--- config.mk ---
export PLATFORM = sky130hd
export DESIGN_NAME = tas_gate_sched
export DESIGN_NICKNAME = d
export VERILOG_FILES = /design/src/rtl/gcl_pkg.sv /design/src/rtl/gcl_table.sv /design/src/rtl/gcl_timer.sv /design/src/rtl/gcl_conflict.sv /design/src/rtl/tas_gate_sched.sv
export SDC_FILE = /design/constraint.sdc
export NUM_CORES = 1
export LEC_CHECK = 0
export BUFFER_PORTS_ARGS = -buffer_cell sky130_fd_sc_hd__buf_2
export CAP_MARGIN = 20
export CORE_MARGIN = 2
export CORE_UTILIZATION = 30
export CTS_BUF_LIST = sky130_fd_sc_hd__clkbuf_4 sky130_fd_sc_hd__clkbuf_8
export CTS_CLUSTER_SIZE = 14
export DETAILED_ROUTE_END_ITERATION = 10
export SYNTH_ARGS = -nofsm -noshare
export SYNTH_HDL_FRONTEND = slang
export SYNTH_SLANG_ARGS = --single-unit
--- constraint.sdc ---
create_clock -name clk -period 5.5 [get_ports clk]
set_input_delay 0.55 -clock clk [delete_from_list [all_inputs] [get_ports clk]]
set_output_delay 0.55 -clock clk [all_outputs]
set_load 0.05 [all_outputs]
--- src/rtl/gcl_pkg.sv ---
package gcl_pkg;

    // Controller states of the scheduler
    typedef enum logic [0:0] {
        GS_IDLE = 1'b0,
        GS_RUN  = 1'b1
    } gcl_state_e;

endpackage

--- src/rtl/gcl_table.sv ---
module gcl_table #(
    parameter int N_TC       = 8,
    parameter int DEPTH      = 16,
    parameter int NS_W       = 32,
    parameter int TICK_SHIFT = 3
) (
    input  logic                          clk,
    input  logic                          rst_n,
    input  logic                          busy,
    input  logic                          wr_en,
    input  logic [$clog2(DEPTH)-1:0]      wr_addr,
    input  logic [N_TC-1:0]               wr_mask,
    input  logic [NS_W-1:0]               wr_ns,
    input  logic                          len_we,
    input  logic [$clog2(DEPTH)-1:0]      len_in,
    input  logic [$clog2(DEPTH)-1:0]      rd_addr,
    output logic [N_TC-1:0]               rd_mask,
    output logic [NS_W-TICK_SHIFT-1:0]    rd_ticks,
    output logic [$clog2(DEPTH)-1:0]      len_m1,
    output logic                          cfg_err
);
    localparam int AW   = $clog2(DEPTH);
    localparam int TK_W = NS_W - TICK_SHIFT;

    logic [N_TC-1:0] mask_q  [DEPTH];
    logic [TK_W-1:0] ticks_q [DEPTH];

    logic [TK_W-1:0] wr_ticks_raw;
    logic            wr_zero;
    logic [TK_W-1:0] wr_ticks;
    logic            wr_ok;
    logic            len_ok;

    assign wr_ticks_raw = wr_ns[NS_W-1:TICK_SHIFT];
    assign wr_zero      = (wr_ticks_raw == '0);
    assign wr_ticks     = wr_zero ? TK_W'(1) : wr_ticks_raw;
    assign wr_ok        = wr_en && !busy;
    assign len_ok       = len_we && !busy;

    // One storage slot per entry
    for (genvar g = 0; g < DEPTH; g++) begin : g_slot
        always_ff @(posedge clk) begin
            if (!rst_n) begin
                mask_q[g]  <= '1;
                ticks_q[g] <= TK_W'(1);
            end else if (wr_ok && (wr_addr == AW'(g))) begin
                mask_q[g]  <= wr_mask;
                ticks_q[g] <= wr_ticks;
            end
        end
    end

    always_ff @(posedge clk) begin
        if (!rst_n) begin
            len_m1 <= '0;
        end else if (len_ok) begin
            len_m1 <= len_in;
        end
    end

    always_ff @(posedge clk) begin
        if (!rst_n) begin
            cfg_err <= 1'b0;
        end else if ((wr_en && busy) || (len_we && busy) || (wr_ok && wr_zero)) begin
            cfg_err <= 1'b1;
        end
    end

    assign rd_mask  = mask_q[rd_addr];
    assign rd_ticks = ticks_q[rd_addr];

    p_busy_wr_err_r7: assert property (@(posedge clk) disable iff (!rst_n)
        ((wr_en || len_we) && busy) |=> cfg_err);

    p_busy_len_hold_r7: assert property (@(posedge clk) disable iff (!rst_n)
        busy |=> $stable(len_m1));

    p_zero_ivl_err_r6: assert property (@(posedge clk) disable iff (!rst_n)
        (wr_en && (wr_ns < NS_W'(1 << TICK_SHIFT))) |=> cfg_err);

    p_err_sticky_r6: assert property (@(posedge clk) disable iff (!rst_n)
        cfg_err |=> cfg_err);

endmodule

--- src/rtl/gcl_timer.sv ---
module gcl_timer #(
    parameter int TK_W = 29
) (
    input  logic            clk,
    input  logic            rst_n,
    input  logic            load,
    input  logic [TK_W-1:0] ld_ticks,
    output logic            zero_o
);
    logic [TK_W-1:0] cnt_q;

    always_ff @(posedge clk) begin
        if (!rst_n) begin
            cnt_q <= '0;
        end else if (load) begin
            cnt_q <= ld_ticks - TK_W'(1);
        end else if (cnt_q != '0) begin
            cnt_q <= cnt_q - TK_W'(1);
        end
    end

    assign zero_o = (cnt_q == '0);

    p_ticks_nonzero_r6: assert property (@(posedge clk) disable iff (!rst_n)
        load |-> (ld_ticks != '0));

    p_load_r3: assert property (@(posedge clk) disable iff (!rst_n)
        load |=> (cnt_q == $past(ld_ticks) - TK_W'(1)));

    p_countdown_r3: assert property (@(posedge clk) disable iff (!rst_n)
        (!load && (cnt_q != '0)) |=> (cnt_q == $past(cnt_q) - TK_W'(1)));

endmodule

--- src/rtl/gcl_conflict.sv ---
module gcl_conflict (
    input  logic clk,
    input  logic rst_n,
    input  logic own_evt,
    input  logic peer_evt,
    output logic conflict_o
);
    always_ff @(posedge clk) begin
        if (!rst_n) begin
            conflict_o <= 1'b0;
        end else if (own_evt && peer_evt) begin
            conflict_o <= 1'b1;
        end
    end

    p_conflict_set_r8: assert property (@(posedge clk) disable iff (!rst_n)
        (own_evt && peer_evt) |=> conflict_o);

    p_conflict_sticky_r8: assert property (@(posedge clk) disable iff (!rst_n)
        conflict_o |=> conflict_o);

endmodule

--- src/rtl/tas_gate_sched.sv ---
module tas_gate_sched
    import gcl_pkg::*;
#(
    parameter int N_TC       = 8,
    parameter int DEPTH      = 16,
    parameter int NS_W       = 32,
    parameter int TICK_SHIFT = 3
) (
    input  logic                     clk,
    input  logic                     rst_n,
    input  logic                     run_en,
    input  logic                     cfg_we,
    input  logic [$clog2(DEPTH)-1:0] cfg_addr,
    input  logic [N_TC-1:0]          cfg_mask,
    input  logic [NS_W-1:0]          cfg_ns,
    input  logic                     cfg_len_we,
    input  logic [$clog2(DEPTH)-1:0] cfg_len_m1,
    input  logic                     peer_evt,
    output logic [N_TC-1:0]          gate_o,
    output logic                     evt_o,
    output logic [$clog2(DEPTH)-1:0] cur_idx_o,
    output logic                     cfg_err_o,
    output logic                     conflict_o
);
    localparam int AW   = $clog2(DEPTH);
    localparam int TK_W = NS_W - TICK_SHIFT;

    gcl_state_e      state_q, state_d;
    logic            busy;
    logic [AW-1:0]   rd_addr;
    logic [N_TC-1:0] rd_mask;
    logic [TK_W-1:0] rd_ticks;
    logic [AW-1:0]   len_m1;
    logic            tmr_zero;
    logic            do_start;
    logic            do_step;

    assign busy     = run_en || (state_q == GS_RUN);
    assign do_start = (state_q == GS_IDLE) && run_en;
    assign do_step  = (state_q == GS_RUN) && run_en && tmr_zero;

    // Entry to be shown next: entry 0 on START and WRAP, else the successor
    always_comb begin
        if (state_q == GS_IDLE || cur_idx_o == len_m1) begin
            rd_addr = '0;
        end else begin
            rd_addr = cur_idx_o + AW'(1);
        end
    end

    gcl_table #(
        .N_TC       (N_TC),
        .DEPTH      (DEPTH),
        .NS_W       (NS_W),
        .TICK_SHIFT (TICK_SHIFT)
    ) i_table (
        .clk      (clk),
        .rst_n    (rst_n),
        .busy     (busy),
        .wr_en    (cfg_we),
        .wr_addr  (cfg_addr),
        .wr_mask  (cfg_mask),
        .wr_ns    (cfg_ns),
        .len_we   (cfg_len_we),
        .len_in   (cfg_len_m1),
        .rd_addr  (rd_addr),
        .rd_mask  (rd_mask),
        .rd_ticks (rd_ticks),
        .len_m1   (len_m1),
        .cfg_err  (cfg_err_o)
    );

    gcl_timer #(
        .TK_W (TK_W)
    ) i_timer (
        .clk      (clk),
        .rst_n    (rst_n),
        .load     (do_start || do_step),
        .ld_ticks (rd_ticks),
        .zero_o   (tmr_zero)
    );

    gcl_conflict i_conflict (
        .clk        (clk),
        .rst_n      (rst_n),
        .own_evt    (evt_o),
        .peer_evt   (peer_evt),
        .conflict_o (conflict_o)
    );

    // Next-state logic: START, STEP/WRAP (stay in RUN), STOP
    always_comb begin
        state_d = state_q;
        unique case (state_q)
            GS_IDLE: if (run_en)  state_d = GS_RUN;
            GS_RUN:  if (!run_en) state_d = GS_IDLE;
            default: state_d = GS_IDLE;
        endcase
    end

    always_ff @(posedge clk) begin
        if (!rst_n) begin
            state_q <= GS_IDLE;
        end else begin
            state_q <= state_d;
        end
    end

    // Output registers
    always_ff @(posedge clk) begin
        if (!rst_n) begin
            gate_o    <= '1;
            cur_idx_o <= '0;
            evt_o     <= 1'b0;
        end else begin
            unique case (state_q)
                GS_IDLE: begin
                    if (run_en) begin
                        gate_o    <= rd_mask;
                        cur_idx_o <= rd_addr;
                        evt_o     <= 1'b1;
                    end else begin
                        gate_o    <= '1;
                        cur_idx_o <= '0;
                        evt_o     <= 1'b0;
                    end
                end
                GS_RUN: begin
                    if (!run_en) begin
                        gate_o    <= '1;
                        cur_idx_o <= '0;
                        evt_o     <= 1'b0;
                    end else if (tmr_zero) begin
                        gate_o    <= rd_mask;
                        cur_idx_o <= rd_addr;
                        evt_o     <= 1'b1;
                    end else begin
                        evt_o     <= 1'b0;
                    end
                end
                default: begin
                    gate_o    <= '1;
                    cur_idx_o <= '0;
                    evt_o     <= 1'b0;
                end
            endcase
        end
    end

    p_disable_open_r9: assert property (@(posedge clk) disable iff (!rst_n)
        !run_en |=> ((gate_o == '1) && !evt_o && (cur_idx_o == '0)));

    p_start_r2: assert property (@(posedge clk) disable iff (!rst_n)
        (state_q == GS_IDLE && run_en) |=> (evt_o && (cur_idx_o == '0) && (state_q == GS_RUN)));

    p_hold_r3: assert property (@(posedge clk) disable iff (!rst_n)
        (state_q == GS_RUN && run_en && !tmr_zero) |=>
            ($stable(cur_idx_o) && $stable(gate_o) && !evt_o));

    p_wrap_r4: assert property (@(posedge clk) disable iff (!rst_n)
        (state_q == GS_RUN && run_en && tmr_zero && cur_idx_o == len_m1) |=>
            ((cur_idx_o == '0) && evt_o));

    p_idx_range_r5: assert property (@(posedge clk) disable iff (!rst_n)
        (state_q == GS_RUN) |-> (cur_idx_o <= len_m1));

endmodule

==> flow_metrics.py <==
metrics = {
    "yosys": {
        "synth_enable_flop_cells": 592,
        "synth_sequential_area_ratio_pct": 61.7,
        "ys.flop_type": "sky130_fd_sc_hd__edfxtp_1",
        "ys_ff_latch": 641,
        "yosysUniqueCellTypes": 93,
        "synth.cell_area_um2": 30400,
        "syn-num-nets": 2596,
        "mean_syn_cell_area_um2": 12.0,
        "fraction_of_synthesis_flops_using_an_asynchronous_set_or_reset_pin_pct": 0,
        "post_synth_inst_count": 2540,
        "yosysWarningCount": 0,
    },
    "global_routing": {
        "grt_remaining_overflow": 0,
        "grt_first_pass_wirelength_mm": 148,
        "globalRouteTotalUtil_pct": 19.6,
        "vias_in_the_first_global_route": 20900,
        "grt_antenna_before_repair": 8,
        "grt_start_max_net_pins": 54,
    },
    "route": {
        "finalWirelength_mm": 103,
        "drc_errors": 0,
        "drt-vias-per-instance": 5.41,
        "drt_first_iter_violations": 2776,
        "drtAntennaViolNets": 0,
        "via_count": 21900,
        "detail_route.wl_per_cell_um": 25.4,
        "drt_pass1_iterations": 6,
    },
    "sta": {
        "grt_setup_unrepaired": "no",
        "final_hold_viol_count": 0,
        "worst_hold_slack_ps": 70.9,
        "maxSlewViolCount": 0,
        "setup_total_negative_slack_ps": 0,
        "final.period_utilization_pct": 90.4,
        "maxSlewHeadroom_pct": 26.2,
        "layout_min_cycle_time_ps": 4970,
        "final.setup_skew_ps": 39.0,
        "transition_time_of_the_tightest_slew_check_pin_ps": 1100,
        "timing.fmax_mhz": 201,
        "timing.final.setup_violations": 0,
    },
    "clocking": {
        "later_pin_clock_latency_in_the_skew_report_ps": 740,
        "clkTransAtPathRegs_ps": 70,
        "cts_h_tree_lvls": 3,
        "cts_hold_buf": 0,
        "post-cts-setup-buffers": 0,
        "cts.root.buffer_cell": "sky130_fd_sc_hd__clkbuf_8",
        "post_cts_gate_resize_count": 0,
        "clock_sinks": 641,
        "cts_made_buffers": 109,
        "cts.path.max_buffers": 3,
        "cts_tree": "yes",
    },
    "placed_design": {
        "dp.final_hpwl_mm": 62.1,
        "placement.io_buffers": 65,
        "global_placement_routability_congestion": 0.922,
    },
    "critical_path": {
        "critPathCaptureType": "flip-flop",
        "worst-endpoint-required_ps": 6140,
        "critPathLaunchType": "flip-flop",
        "crit_type": "reg2reg",
        "cp_max_fo": 27,
        "timing.critical_path.arrival_ps": 5610,
    },
    "power": {
        "power_leakage_nw": 12.2,
        "worst_ir_drop_vdd_uv": 173,
        "power_density_nw_per_um2": 309,
    },
    "die": {
        "floorplan.core_area_um2": 100000,
        "fp.dieArea_um2": 104000,
        "initial_core_util_pct": 30.3,
        "row_cnt": 116,
        "dieHeight_um": 322,
        "design.portCount": 69,
        "chipWidth_um": 322,
    },
    "final_layout": {
        "design.final.nets": 2661,
        "utilization_pct": 34.8,
        "top_library_cells_by_usage_in_the_layout_fill_and_taps_aside": "592 x sky130_fd_sc_hd__edfxtp_1, 457 x sky130_fd_sc_hd__and2_1, 199 x sky130_fd_sc_hd__nand2_1",
        "filler_cell_count": 9805,
        "area_growth_syn_to_layout_pct": 15.0,
        "drive_gt1_share_pct": 17.3,
        "layout_commonest_cell": "sky130_fd_sc_hd__edfxtp_1",
    },
    "worst_hold_path": {
        "worst_hold_path_type": "in2reg",
    },
    "run_status": {
        "status": "finished, final reports clean",
    },
    "job": {
        "max_cap_violations": 0,
    },
}
==> where the power goes <==
group | internal, mW | switching, mW | total, mW
combinational | 0.244 | 0.646 | 0.890
sequential | 5.47 | 0.0604 | 5.53
clock | 2.35 | 2.01 | 4.36
total | 8.06 | 2.72 | 10.8
==> logic make-up (layout without fill, tap and decap cells) <==
kind of cell	count (synthesis)	in the layout	share of synthesized area [%]
compound gates	478	478	11.1
mux	91	91	3.21
flops	641	641	61.7
fa+ha+maj	2	2	0.0823
buf+inv	242	391	3.35
other cells	0	3	0
xor+xnor	25	25	0.980
simple gates	1061	1061	19.5
==> Yosys cell counts (all sizes together) (11+ instances only) <==
cell type,number,area share (%)
buf,61,1.1
or3,132,2.7
a21oi,70,1.2
nand4,17,0.37
inv,11,0.14
nor3,31,0.51
nor2b,16,0.33
mux2i,76,2.5
a31oi,45,0.93
nor2,98,1.3
edfxtp,592,59
and2,458,9.4
dfxtp,49,3.2
a211oi,14,0.36
nor4,19,0.46
a22oi,14,0.35
nand3,39,0.66
nand2,201,2.5
mux2,11,0.41
clkbuf,170,2.1
and3,14,0.29
xnor2,15,0.57
o211ai,22,0.54
o221ai,17,0.49
a221oi,16,0.52
o21ai,93,1.5
o22ai,61,1.3
==> per-stage QoR <==
| stage | worst slack, ps | instances | instance area (um^2) | power (mW) |
|---|---|---|---|---|
| after floorplan | 820 | 2540 | 30400 | 6.12 |
| after CTS | 632 | 4043 | 34900 | 10.8 |
| final | 528 | 4049 | 34900 | 10.8 |
| after detailed placement | 698 | 3848 | 32700 | 6.50 |
| after global routing | 240 | 4047 | 34900 | 11.1 |
| after global placement | 672 | 3844 | 32600 | 6.48 |
==> registers in the layout, summed over array words and instances (netlist names) <==
register / count
i_timer.cnt_q: 29
i_table.ticks_q: 464
state_q: 1
cur_idx_o: 4
i_table.mask_q: 128
evt_o: 1
i_table.cfg_err: 1
gate_o: 8
i_conflict.conflict_o: 1
i_table.len_m1: 4
==> final timing paths <==
kind	cells after the start	startpoint	slack (ps)	to
setup / recovery	12	cur_idx_o[0]	530	i_timer.cnt_q[25]
hold / removal	3	peer_evt	70	i_conflict.conflict_o
setup reg to reg	12	cur_idx_o[0]	530	i_timer.cnt_q[25]
hold reg to reg	1	i_table.cfg_err	470	i_table.cfg_err
==> area by class of cell <==
class / count / area [um^2] / area share (%)
diodes: 3 / 7.51 / 0.0215
clock buffers: 161 / 1940 / 5.56
clock inverters: 34 / 234 / 0.670
inverters: 11 / 42.5 / 0.122
multi-input cells: 1657 / 10900 / 31.2
flip-flops and latches: 641 / 18800 / 53.7
well taps: 1357 / 1700 / 4.86
repair buffers: 185 / 1340 / 3.84
==> worst max-delay path, cell delays in order, from the launching register on <==
cell	delay (ps)
sky130_fd_sc_hd__dfxtp_4	620
sky130_fd_sc_hd__ha_1	510
sky130_fd_sc_hd__buf_4	240
sky130_fd_sc_hd__nand2b_1	160
sky130_fd_sc_hd__nor2_1	560
sky130_fd_sc_hd__a22oi_1	200
sky130_fd_sc_hd__nor2_1	230
sky130_fd_sc_hd__nor4_1	90
sky130_fd_sc_hd__nor3_1	510
sky130_fd_sc_hd__nor4bb_1	620
sky130_fd_sc_hd__nand3_1	370
sky130_fd_sc_hd__or4_1	590
sky130_fd_sc_hd__a21oi_1	150
==> per-layer routing <==
| layer | vias to the layer above | track usage, % | part of all wire, % |
|---|---|---|---|
| met5 | - | 0 | 0.032 |
| met4 | 4 | 7.25 | 3.8 |
| met3 | 243 | 4.23 | 9.5 |
| met2 | 1172 | 30.2 | 44 |
| met1 | 11000 | 26.9 | 42 |
| li1 | 9554 | - | - |
(Power assumes the default switching activity.)
